$ cat src/rtl/bankrf_pkg.sv
package bankrf_pkg;
  localparam int NUM_BANKED = 8;
  localparam int NUM_SHARED = 8;
  localparam int NUM_LOGICAL = NUM_BANKED + NUM_SHARED;
  localparam int PHYS_N = 2 * NUM_BANKED + NUM_SHARED;
  localparam int LOG_AW = $clog2(NUM_LOGICAL);
  localparam int ALT_AW = $clog2(NUM_BANKED);
  localparam int PHYS_AW = $clog2(PHYS_N);

  typedef struct packed {
    logic               wrEn;
    logic [PHYS_AW-1:0] wrPhys;
    logic               altWrEn;
    logic [PHYS_AW-1:0] altPhys;
    logic               altRdOk;
    logic [PHYS_AW-1:0] rdPhysA;
    logic [PHYS_AW-1:0] rdPhysB;
  } strobe_t;
endpackage

$ cat src/rtl/bankrf_ctrl.sv
module bankrf_ctrl
  import bankrf_pkg::*;
(
  input  logic              clk,
  input  logic              rstN,
  input  logic              excEntry,
  input  logic              bankWrEn,
  input  logic              bankWrVal,
  input  logic              privMode,
  input  logic [LOG_AW-1:0] rdAddrA,
  input  logic [LOG_AW-1:0] rdAddrB,
  input  logic              wrEn,
  input  logic [LOG_AW-1:0] wrAddr,
  input  logic              altEn,
  input  logic              altWrite,
  input  logic [ALT_AW-1:0] altIdx,
  output strobe_t           strb,
  output logic              bankSel,
  output logic              altIllegal
);
  // Physical layout: [0, NUM_BANKED) bank 0, [NUM_BANKED, 2*NUM_BANKED) bank 1, rest shared.
  function automatic logic [PHYS_AW-1:0] mapLogical(input logic [LOG_AW-1:0] a, input logic sel);
    int p;
    if (int'(a) < NUM_BANKED) p = sel ? NUM_BANKED + int'(a) : int'(a);
    else p = 2 * NUM_BANKED + int'(a) - NUM_BANKED;
    return PHYS_AW'(p);
  endfunction

  function automatic logic [PHYS_AW-1:0] mapHidden(input logic [ALT_AW-1:0] i, input logic sel);
    return PHYS_AW'(sel ? int'(i) : NUM_BANKED + int'(i));
  endfunction

  logic altBad;
  assign altBad = altEn && !privMode;

  always_comb begin
    strb.wrEn    = wrEn;
    strb.wrPhys  = mapLogical(wrAddr, bankSel);
    strb.rdPhysA = mapLogical(rdAddrA, bankSel);
    strb.rdPhysB = mapLogical(rdAddrB, bankSel);
    strb.altPhys = mapHidden(altIdx, bankSel);
    strb.altWrEn = altEn && altWrite && privMode;
    strb.altRdOk = privMode;
  end

  always_ff @(posedge clk or negedge rstN) begin
    if (!rstN) begin
      bankSel    <= 1'b1;
      altIllegal <= 1'b0;
    end else begin
      if (excEntry)      bankSel <= 1'b1;
      else if (bankWrEn) bankSel <= bankWrVal;
      altIllegal <= altBad;
    end
  end

  // reset leaves the bank flag at 1
  a_r1_reset_bank: assert property (@(posedge clk) !rstN |=> bankSel);
  // exception entry wins over a software load
  a_r2_exc_forces: assert property (@(posedge clk) disable iff (!rstN) excEntry |=> bankSel);
  // software load of the bank flag
  a_r3_bank_load: assert property (@(posedge clk) disable iff (!rstN)
    (bankWrEn && !excEntry) |=> bankSel == $past(bankWrVal));
  // user-mode alternate access raises the flag one cycle later
  a_r8_illegal_flag: assert property (@(posedge clk) disable iff (!rstN)
    (altEn && !privMode) |=> altIllegal);
  a_r8_no_alt_write: assert property (@(posedge clk) disable iff (!rstN)
    !privMode |-> !strb.altWrEn);
  // alternate target never collides with the normal write target
  a_r11_disjoint: assert property (@(posedge clk) disable iff (!rstN)
    (strb.wrEn && strb.altWrEn) |-> strb.wrPhys != strb.altPhys);
endmodule

$ cat src/rtl/bankrf_datapath.sv
module bankrf_datapath
  import bankrf_pkg::*;
#(
  parameter int DATA_W = 32
) (
  input  logic              clk,
  input  logic              rstN,
  input  strobe_t           strb,
  input  logic [DATA_W-1:0] wrData,
  input  logic [DATA_W-1:0] altWrData,
  output logic [DATA_W-1:0] rdDataA,
  output logic [DATA_W-1:0] rdDataB,
  output logic [DATA_W-1:0] altRdData
);
  logic [DATA_W-1:0] regView [PHYS_N];

  // Contents carry no reset; every entry is its own register.
  for (genvar g = 0; g < PHYS_N; g++) begin : gEntry
    logic [DATA_W-1:0] q;
    always_ff @(posedge clk) begin
      if (strb.wrEn && strb.wrPhys == PHYS_AW'(g))         q <= wrData;
      else if (strb.altWrEn && strb.altPhys == PHYS_AW'(g)) q <= altWrData;
    end
    assign regView[g] = q;
  end

  assign rdDataA   = regView[strb.rdPhysA];
  assign rdDataB   = regView[strb.rdPhysB];
  assign altRdData = strb.altRdOk ? regView[strb.altPhys] : '0;

  // a normal write is visible in its target after the edge
  a_r9_write_lands: assert property (@(posedge clk) disable iff (!rstN)
    strb.wrEn |=> regView[$past(strb.wrPhys)] == $past(wrData));
  // an alternate write lands too
  a_r11_alt_lands: assert property (@(posedge clk) disable iff (!rstN)
    strb.altWrEn |=> regView[$past(strb.altPhys)] == $past(altWrData));
  // alternate read port is blanked outside privileged mode
  a_r8_blank_read: assert property (@(posedge clk) disable iff (!rstN)
    !strb.altRdOk |-> altRdData == '0);
endmodule

$ cat src/rtl/banked_regfile.sv
module banked_regfile
  import bankrf_pkg::*;
#(
  parameter int DATA_W = 32
) (
  input  logic              clk,
  input  logic              rstN,
  input  logic              excEntry,
  input  logic              bankWrEn,
  input  logic              bankWrVal,
  input  logic              privMode,
  input  logic [LOG_AW-1:0] rdAddrA,
  output logic [DATA_W-1:0] rdDataA,
  input  logic [LOG_AW-1:0] rdAddrB,
  output logic [DATA_W-1:0] rdDataB,
  input  logic              wrEn,
  input  logic [LOG_AW-1:0] wrAddr,
  input  logic [DATA_W-1:0] wrData,
  input  logic              altEn,
  input  logic              altWrite,
  input  logic [ALT_AW-1:0] altIdx,
  input  logic [DATA_W-1:0] altWrData,
  output logic [DATA_W-1:0] altRdData,
  output logic              altIllegal,
  output logic              bankSel
);
  strobe_t strb;

  bankrf_ctrl u_ctrl (
    .clk(clk), .rstN(rstN), .excEntry(excEntry), .bankWrEn(bankWrEn),
    .bankWrVal(bankWrVal), .privMode(privMode), .rdAddrA(rdAddrA),
    .rdAddrB(rdAddrB), .wrEn(wrEn), .wrAddr(wrAddr), .altEn(altEn),
    .altWrite(altWrite), .altIdx(altIdx), .strb(strb), .bankSel(bankSel),
    .altIllegal(altIllegal)
  );

  bankrf_datapath #(.DATA_W(DATA_W)) u_dp (
    .clk(clk), .rstN(rstN), .strb(strb), .wrData(wrData),
    .altWrData(altWrData), .rdDataA(rdDataA), .rdDataB(rdDataB),
    .altRdData(altRdData)
  );
endmodule

$ cat config.mk
export PLATFORM = sky130hd
export DESIGN_NAME = banked_regfile
export DESIGN_NICKNAME = d
export VERILOG_FILES = /design/src/rtl/bankrf_pkg.sv /design/src/rtl/bankrf_ctrl.sv /design/src/rtl/bankrf_datapath.sv /design/src/rtl/banked_regfile.sv
export SDC_FILE = /design/constraint.sdc
export NUM_CORES = 1
export LEC_CHECK = 0
export BUFFER_PORTS_ARGS = -buffer_cell sky130_fd_sc_hd__buf_4
export CAP_MARGIN = 20
export CORE_ASPECT_RATIO = 1.25
export CORE_UTILIZATION = 33
export DETAILED_ROUTE_END_ITERATION = 10
export MAX_ROUTING_LAYER = met4
export PLACE_DENSITY = 0.57
export RECOVER_POWER = 25
export SYNTH_ARGS = -nofsm -noshare
export SYNTH_HDL_FRONTEND = slang
export SYNTH_SLANG_ARGS = --single-unit
$ cat constraint.sdc
create_clock -name clk -period 5.3 [get_ports clk]
set_input_delay 0.53 -clock clk [delete_from_list [all_inputs] [get_ports clk]]
set_output_delay 0.53 -clock clk [all_outputs]
set_load 0.01 [all_outputs]
== Word level (Yosys, flattened, before mapping) ==
Cells that the tools add are included.

* Input port bits: 88
* Output and inout bits: 98
* Logic and storage cells: 237
* Bits in registers: 770

* Muxes and demuxes: 67
* Reductions and logical operators: 79
* $add $sub $neg: 10
* Bitwise operators: 3
* $lt $le $gt $ge: 6
* Equality and inequality tests: 46

{| class="wikitable"
|+ Operators by type and width
! operator !! count
|-
| 32-bit 2-to-1 mux || 55
|-
| 32-bit binary-select mux with 5-bit select || 3
|-
| 5-bit by 4-bit equality test with 1-bit output (second input constant) || 16
|-
| 5-bit equality test (second input constant) || 16
|-
| 1-bit logical AND || 51
|-
| 2-bit nonzero test || 25
|-
| 5-bit by 3-bit equality test with 1-bit output (second input constant) || 8
|-
| 5-bit 2-to-1 mux || 7
|-
| 5-bit by 2-bit equality test with 1-bit output (second input constant) || 4
|-
| 6-bit greater-or-equal comparator (second input constant) || 3
|-
| 5-bit inverter with 6-bit output || 3
|-
| 4-bit by 4-bit adder with 5-bit output (first input constant) || 3
|-
| 5-bit by 4-bit adder with 5-bit output (first input constant) || 3
|-
| 5-bit subtractor (second input constant) || 3
|-
| 4-bit less-than comparator (second input constant) || 3
|-
| 5-bit by 1-bit equality test with 1-bit output (second input constant) || 2
|-
| 5-bit logical NOT || 2
|-
| 4-bit by 3-bit adder with 5-bit output (first input constant) || 1
|-
| 1-bit 2-to-1 mux || 2
|-
| 1-bit logical NOT || 1
|}

== Depth between registers and ports, before layout ==
* Depth after elaboration: 7
* Mapped depth: 9
* Mapped depth without buffers: 4

== Cells and area by module ==
A second synthesis with hierarchy kept.

* Cell total of the unflattened synthesis: 3758
* Area, all modules: 52275.1 sq um

{| class="wikitable"
|+ Modules (own cells, without submodules)
! module !! instances !! area an instance (sq um) !! seq. area each (sq um) !! cells each
|-
| bankrf_datapath || 1 || 52048.7 || 23062.1 || 3728
|-
| bankrf_ctrl || 1 || 226.5 || 51.3 || 30
|}

== Least setup slack after synthesis ==
Ideal clock, no wire load.

* Kind: input -> register
* Start: input port altIdx[1]
* End: register u_dp.gEntry[12].q[0], enable pin
* Required time: 4.834 ns
* Setup slack: 1.181 ns
* Buffers on the path: 3
* Stages: 5
* Data arrival time: 3.654 ns
* Library setup time: 0.466 ns
* Path through: buf_2 buf_2 buf_1 or2_2 o21ai_0

* Word-level cells in the longest chain between the ends: 5

{| class="wikitable"
|+ Ends and longest elaborated chain
! what !! RTL line !! text
|-
| start, declared || banked_regfile.sv:21 || <nowiki>input logic [ALT_AW-1:0] altIdx,</nowiki>
|-
| 4-bit by 3-bit adder with 5-bit output || bankrf_ctrl.sv:30 || <nowiki>return PHYS_AW'(sel ? int'(i) : NUM_BANKED + int'(i));</nowiki>
|-
| 5-bit 2-to-1 mux * || bankrf_ctrl.sv:30 ||
|-
| 5-bit by 4-bit equality test with 1-bit output * || bankrf_datapath.sv:22 || <nowiki>else if (strb.altWrEn && strb.altPhys == PHYS_AW'(g)) q <= altWrData;</nowiki>
|-
| 1-bit logical AND * || bankrf_datapath.sv:22 ||
|-
| 2-bit nonzero test (no line) * || - ||
|-
| end signal, assigned || bankrf_datapath.sv:21 || <nowiki>if (strb.wrEn && strb.wrPhys == PHYS_AW'(g)) q <= wrData;</nowiki>
|-
| end signal, assigned || bankrf_datapath.sv:22 ||
|-
| end, declared || bankrf_datapath.sv:19 || <nowiki>logic [DATA_W-1:0] q;</nowiki>
|}

Every way passes the cells marked *; elsewhere a longest branch is shown, timed or not.
A chain may end at the register's enable or synchronous reset.

== Worst setup path after layout ==
* Start: input port wrAddr[2]
* End: register u_dp.gEntry[20].q[26], enable pin

* Word-level cells in the longest chain between the ends: 6
* Elaborated cells between the ends (all ways): 9
* Classes of those cells: add/sub: 3; order compare: 1; eq/ne: 1; mux: 2; reduce/logical: 2

{| class="wikitable"
|+ Ends and longest elaborated chain
! what !! RTL line !! text
|-
| start, declared || banked_regfile.sv:17 || <nowiki>input logic [LOG_AW-1:0] wrAddr,</nowiki>
|-
| 5-bit by 4-bit adder with 5-bit output or 4-bit by 4-bit adder with 5-bit output (tied branches) || bankrf_ctrl.sv:25, bankrf_ctrl.sv:24 ||
|-
| 5-bit subtractor or 5-bit 2-to-1 mux (tied branches) || bankrf_ctrl.sv:25, bankrf_ctrl.sv:24 ||
|-
| 5-bit 2-to-1 mux * || bankrf_ctrl.sv:24 || <nowiki>if (int'(a) < NUM_BANKED) p = sel ? NUM_BANKED + int'(a) : int'(a);</nowiki>
|-
| 5-bit equality test * || bankrf_datapath.sv:21 ||
|-
| 1-bit logical AND * || bankrf_datapath.sv:21 ||
|-
| 2-bit nonzero test (no line) * || - ||
|-
| end signal, assigned || bankrf_datapath.sv:21 ||
|-
| end signal, assigned || bankrf_datapath.sv:22 ||
|-
| end, declared || bankrf_datapath.sv:19 ||
|}

Marked as above.

==> flow_summary.ini <==
[sta]
fmax_mhz = 212
hold_viol = 0
slew-limit-headroom_pct = -162
rsz0062_at_grt = false
drv_slew = 337
tns_ns = 0
fin_worst_skew_ns = 0.0276
min_period_ns = 4.73
worst_slew_pin_slew_ns = 3.93
finalCritPeriodShare_pct = 89.2
setup_viol = 0

[finish]
utilization_pct = 37.3
layoutNonFillerInstCount = 5287
final_common_cell = edfxtp_1
most-common-layout-cells = edfxtp_1 (768), mux2_2 (696), mux4_2 (371)
area_growth_pct = 11.6
fin_nets = 3307
fillers = 14000
layout-drive-gt1-share_pct = 47.1

[flow_run]
cap_violations = 13

[floorplan]
ios = 186
die_area_um2 = 152000
die_w_um = 349
start_util_pct = 33.4
core_um2 = 149000
fp-row-count = 158
die_h_um = 436

[clock_network]
insertion_delay_ns = 0.71
clkTransAtPathRegs_ns = 0.06
clock_tree.buffer_depth = 3
htree_num_levels = 3
cts-root-buf = clkbuf_16
cts_buffers = 86
cts.sinks = 770
cts_resized = 0
cts_tree = yes
postCtsSetupRepairBufs = 0

[logic_synthesis]
synthCells = 3240
ys_ff_latch = 770
yosys.area_share.simple_pct = 1.80
synth_fa_ha_area_share_pct = 0
yosysSeqAreaShare_pct = 46.5
synth_top_family_by_area = multiplexers
ys.flop_type = edfxtp_1
synth_edf_count = 768
syn_nets = 3328
synthXorXnorAreaFrac_pct = 0
yosys_warnings = 0
synth-compound-area-share_pct = 4.64
syn_area_um2 = 49700
ys_types = 43
synthMuxAreaShare_pct = 42.8
async_flop_share_pct = 0.260
synth_area_per_cell_um2 = 15.3

[global_route]
grt_overflow = 0
grt_pass1_wl_um = 256000
grt_pass1_vias = 33300
grt_max_degree = 77
grtUsageTotal_pct = 24.4
grt_antenna_before_repair = 13

[worst_setup_path]
endpoint_kind = flip-flop
r2r_start = u_ctrl.bankSel$_DFFE_PN1P_
reg2regPathDepth = 5
worst_setup_path_start_kind = primary input
crit_required_ns = 5.48
path_max_fanout = 33
ff2ff_setup_slack_ns = 1.45
rr_endpoint = u_dp.gEntry[5].q[13]$_DFFE_PP_
worst_ep_arrival_time_ns = 4.91
critPathKind = in2reg

[place]
gp_congestion = 0.853
place_inst = 5129
port_buffers = 185
hpwlAfterDp_um = 111000

[route]
wl_per_cell_um = 34.8
drtAntennaViolNets = 0
first_pass_iters = 5
drt-vias-per-instance = 6.18
num_vias = 32700
drc_errors = 0
totalWireLength_um = 184000
drt-initial-drc-count = 3463

[pwr]
ir_worst_vdd_uv = 211
switching_share_pct = 26.2
p_sw_mw = 3.92
p_per_area_nw_per_um2 = 270
power.total_mw = 15.0
p_leak_nw = 18.6
p_seq_share_pct = 45.9
pwr-share-clk_pct = 39.2
comb_power_share_pct = 15.0
p_int_mw = 11.0

[min_path]
min_path_type = in2reg
min_to = u_ctrl.bankSel$_DFFE_PN1P_
worstHoldStart = bankWrVal
whs_path_depth = 2

[status]
violations = capacitance limit, slew limit
status = finished, violations left
[stage by stage]
step	area [um^2]	worst slack [ns]	hold slack (ns)
floorplan	49700	1.18	0.234
global placement	52900	1.49	0.315
detailed placement	52900	1.53	0.314
CTS	55600	0.903	0.0136
global route	55500	0.600	0.0569
finish	55500	0.574	0.0392
[final cells by class]
| class | count | area, um^2 | area share, % |
|---|---|---|---|
| Sequential cell | 770 | 23100 | 41.7 |
| Timing Repair Buffer | 300 | 2420 | 4.37 |
| Inverter | 4 | 17.5 | 0.0316 |
| Tap cell | 2000 | 2500 | 4.51 |
| Clock inverter | 39 | 332 | 0.598 |
| Clock buffer | 109 | 2280 | 4.11 |
| Multi-Input combinational cell | 2057 | 24800 | 44.7 |
| Antenna cell | 8 | 20.0 | 0.0361 |
[flip-flops by register name (all words and copies together) (netlist names)]
| register | flops |
|---|---|
| u_ctrl.bankSel | 1 |
| u_ctrl.altIllegal | 1 |
| u_dp.gEntry.q | 768 |
[cells by family (layout without fill, tap and decap cells)]
| family | after synthesis | after routing |
|---|---|---|
| compound gates | 323 | 323 |
| buf+inv | 413 | 452 |
| flops | 770 | 770 |
| mux | 1549 | 1549 |
| other cells | 0 | 8 |
| simple gates | 185 | 185 |
[worst max-delay path: stages]
cell and delay [ns]:
clkbuf_1 0.18, nand3_1 0.24, nand2b_1 2.64, clkinv_1 0.42
clkbuf_2 0.82
[layer usage]
metal  vias up  GRT usage (%)  routed length (um)
met4         0           11.5                9140
met2      1629           40.5               91700
li1      13300              -                   -
met5         -              -                   0
met3       422           3.59               13400
met1     17400           29.2               69800
[cells in the mapped netlist (2+ instances only)]
cell type / instances / area, um^2
a21oi_1: 12 / 60.1
a221oi_1: 74 / 648
a22oi_1: 30 / 225
a2bb2oi_1: 24 / 210
a32oi_1: 25 / 219
and2_1: 5 / 31.3
and4bb_2: 2 / 25.0
buf_1: 20 / 75.1
buf_12: 4 / 80.1
buf_2: 121 / 606
buf_4: 28 / 210
buf_6: 27 / 304
buf_8: 3 / 45.0
clkbuf_1: 206 / 773
edfxtp_1: 768 / 23100
inv_1: 4 / 15.0
mux2_1: 90 / 1010
mux2_2: 696 / 7840
mux2_4: 29 / 435
mux2i_1: 363 / 3630
mux4_2: 371 / 8360
nand2_1: 98 / 368
nand2b_1: 8 / 50.1
nand3_1: 33 / 165
nor2_1: 10 / 37.5
nor2_2: 3 / 18.8
nor2b_1: 14 / 87.6
o211ai_1: 26 / 195
o21ai_0: 33 / 165
o21ai_1: 51 / 255
o21bai_1: 3 / 22.5
o22ai_1: 35 / 219
o311ai_0: 8 / 70.1
or2_2: 2 / 12.5
or3_1: 6 / 37.5
[worst max path at each step]
stage | startpoint | end | slack, ns | depth (start not counted)
floorplan | altIdx[1] | u_dp.gEntry[12].q[0]$_DFFE_PP_ | 1.18 | 5
global placement | rdAddrA[2] | rdDataA[8] | 1.49 | 7
detailed placement | u_ctrl.bankSel$_DFFE_PN1P_ | u_dp.gEntry[7].q[0]$_DFFE_PP_ | 1.53 | 5
CTS | u_ctrl.bankSel$_DFFE_PN1P_ | rdDataB[13] | 0.90 | 6
global route | wrAddr[2] | u_dp.gEntry[20].q[26]$_DFFE_PP_ | 0.60 | 5
finish | wrAddr[2] | u_dp.gEntry[20].q[26]$_DFFE_PP_ | 0.57 | 5
[power by group through the flow]
stage | Combinational, mW | Sequential [mW] | Clock, mW
after floorplan | 1.42 | 6.97 | 0
after global routing | 2.35 | 6.87 | 6.12
after global placement | 2.22 | 6.98 | 0
after CTS | 2.25 | 6.86 | 5.94
after detailed placement | 2.24 | 6.99 | 0
final | 2.24 | 6.86 | 5.86
[what timing repair did]
| action | in CTS | in global routing |
|---|---|---|
| endpoints found under the hold margin | 3 | 0 |
| hold buffers | 2 | 0 |
| endpoints found under the setup margin | 0 | 0 |
Note: power is estimated with default switching activity, not from simulation.
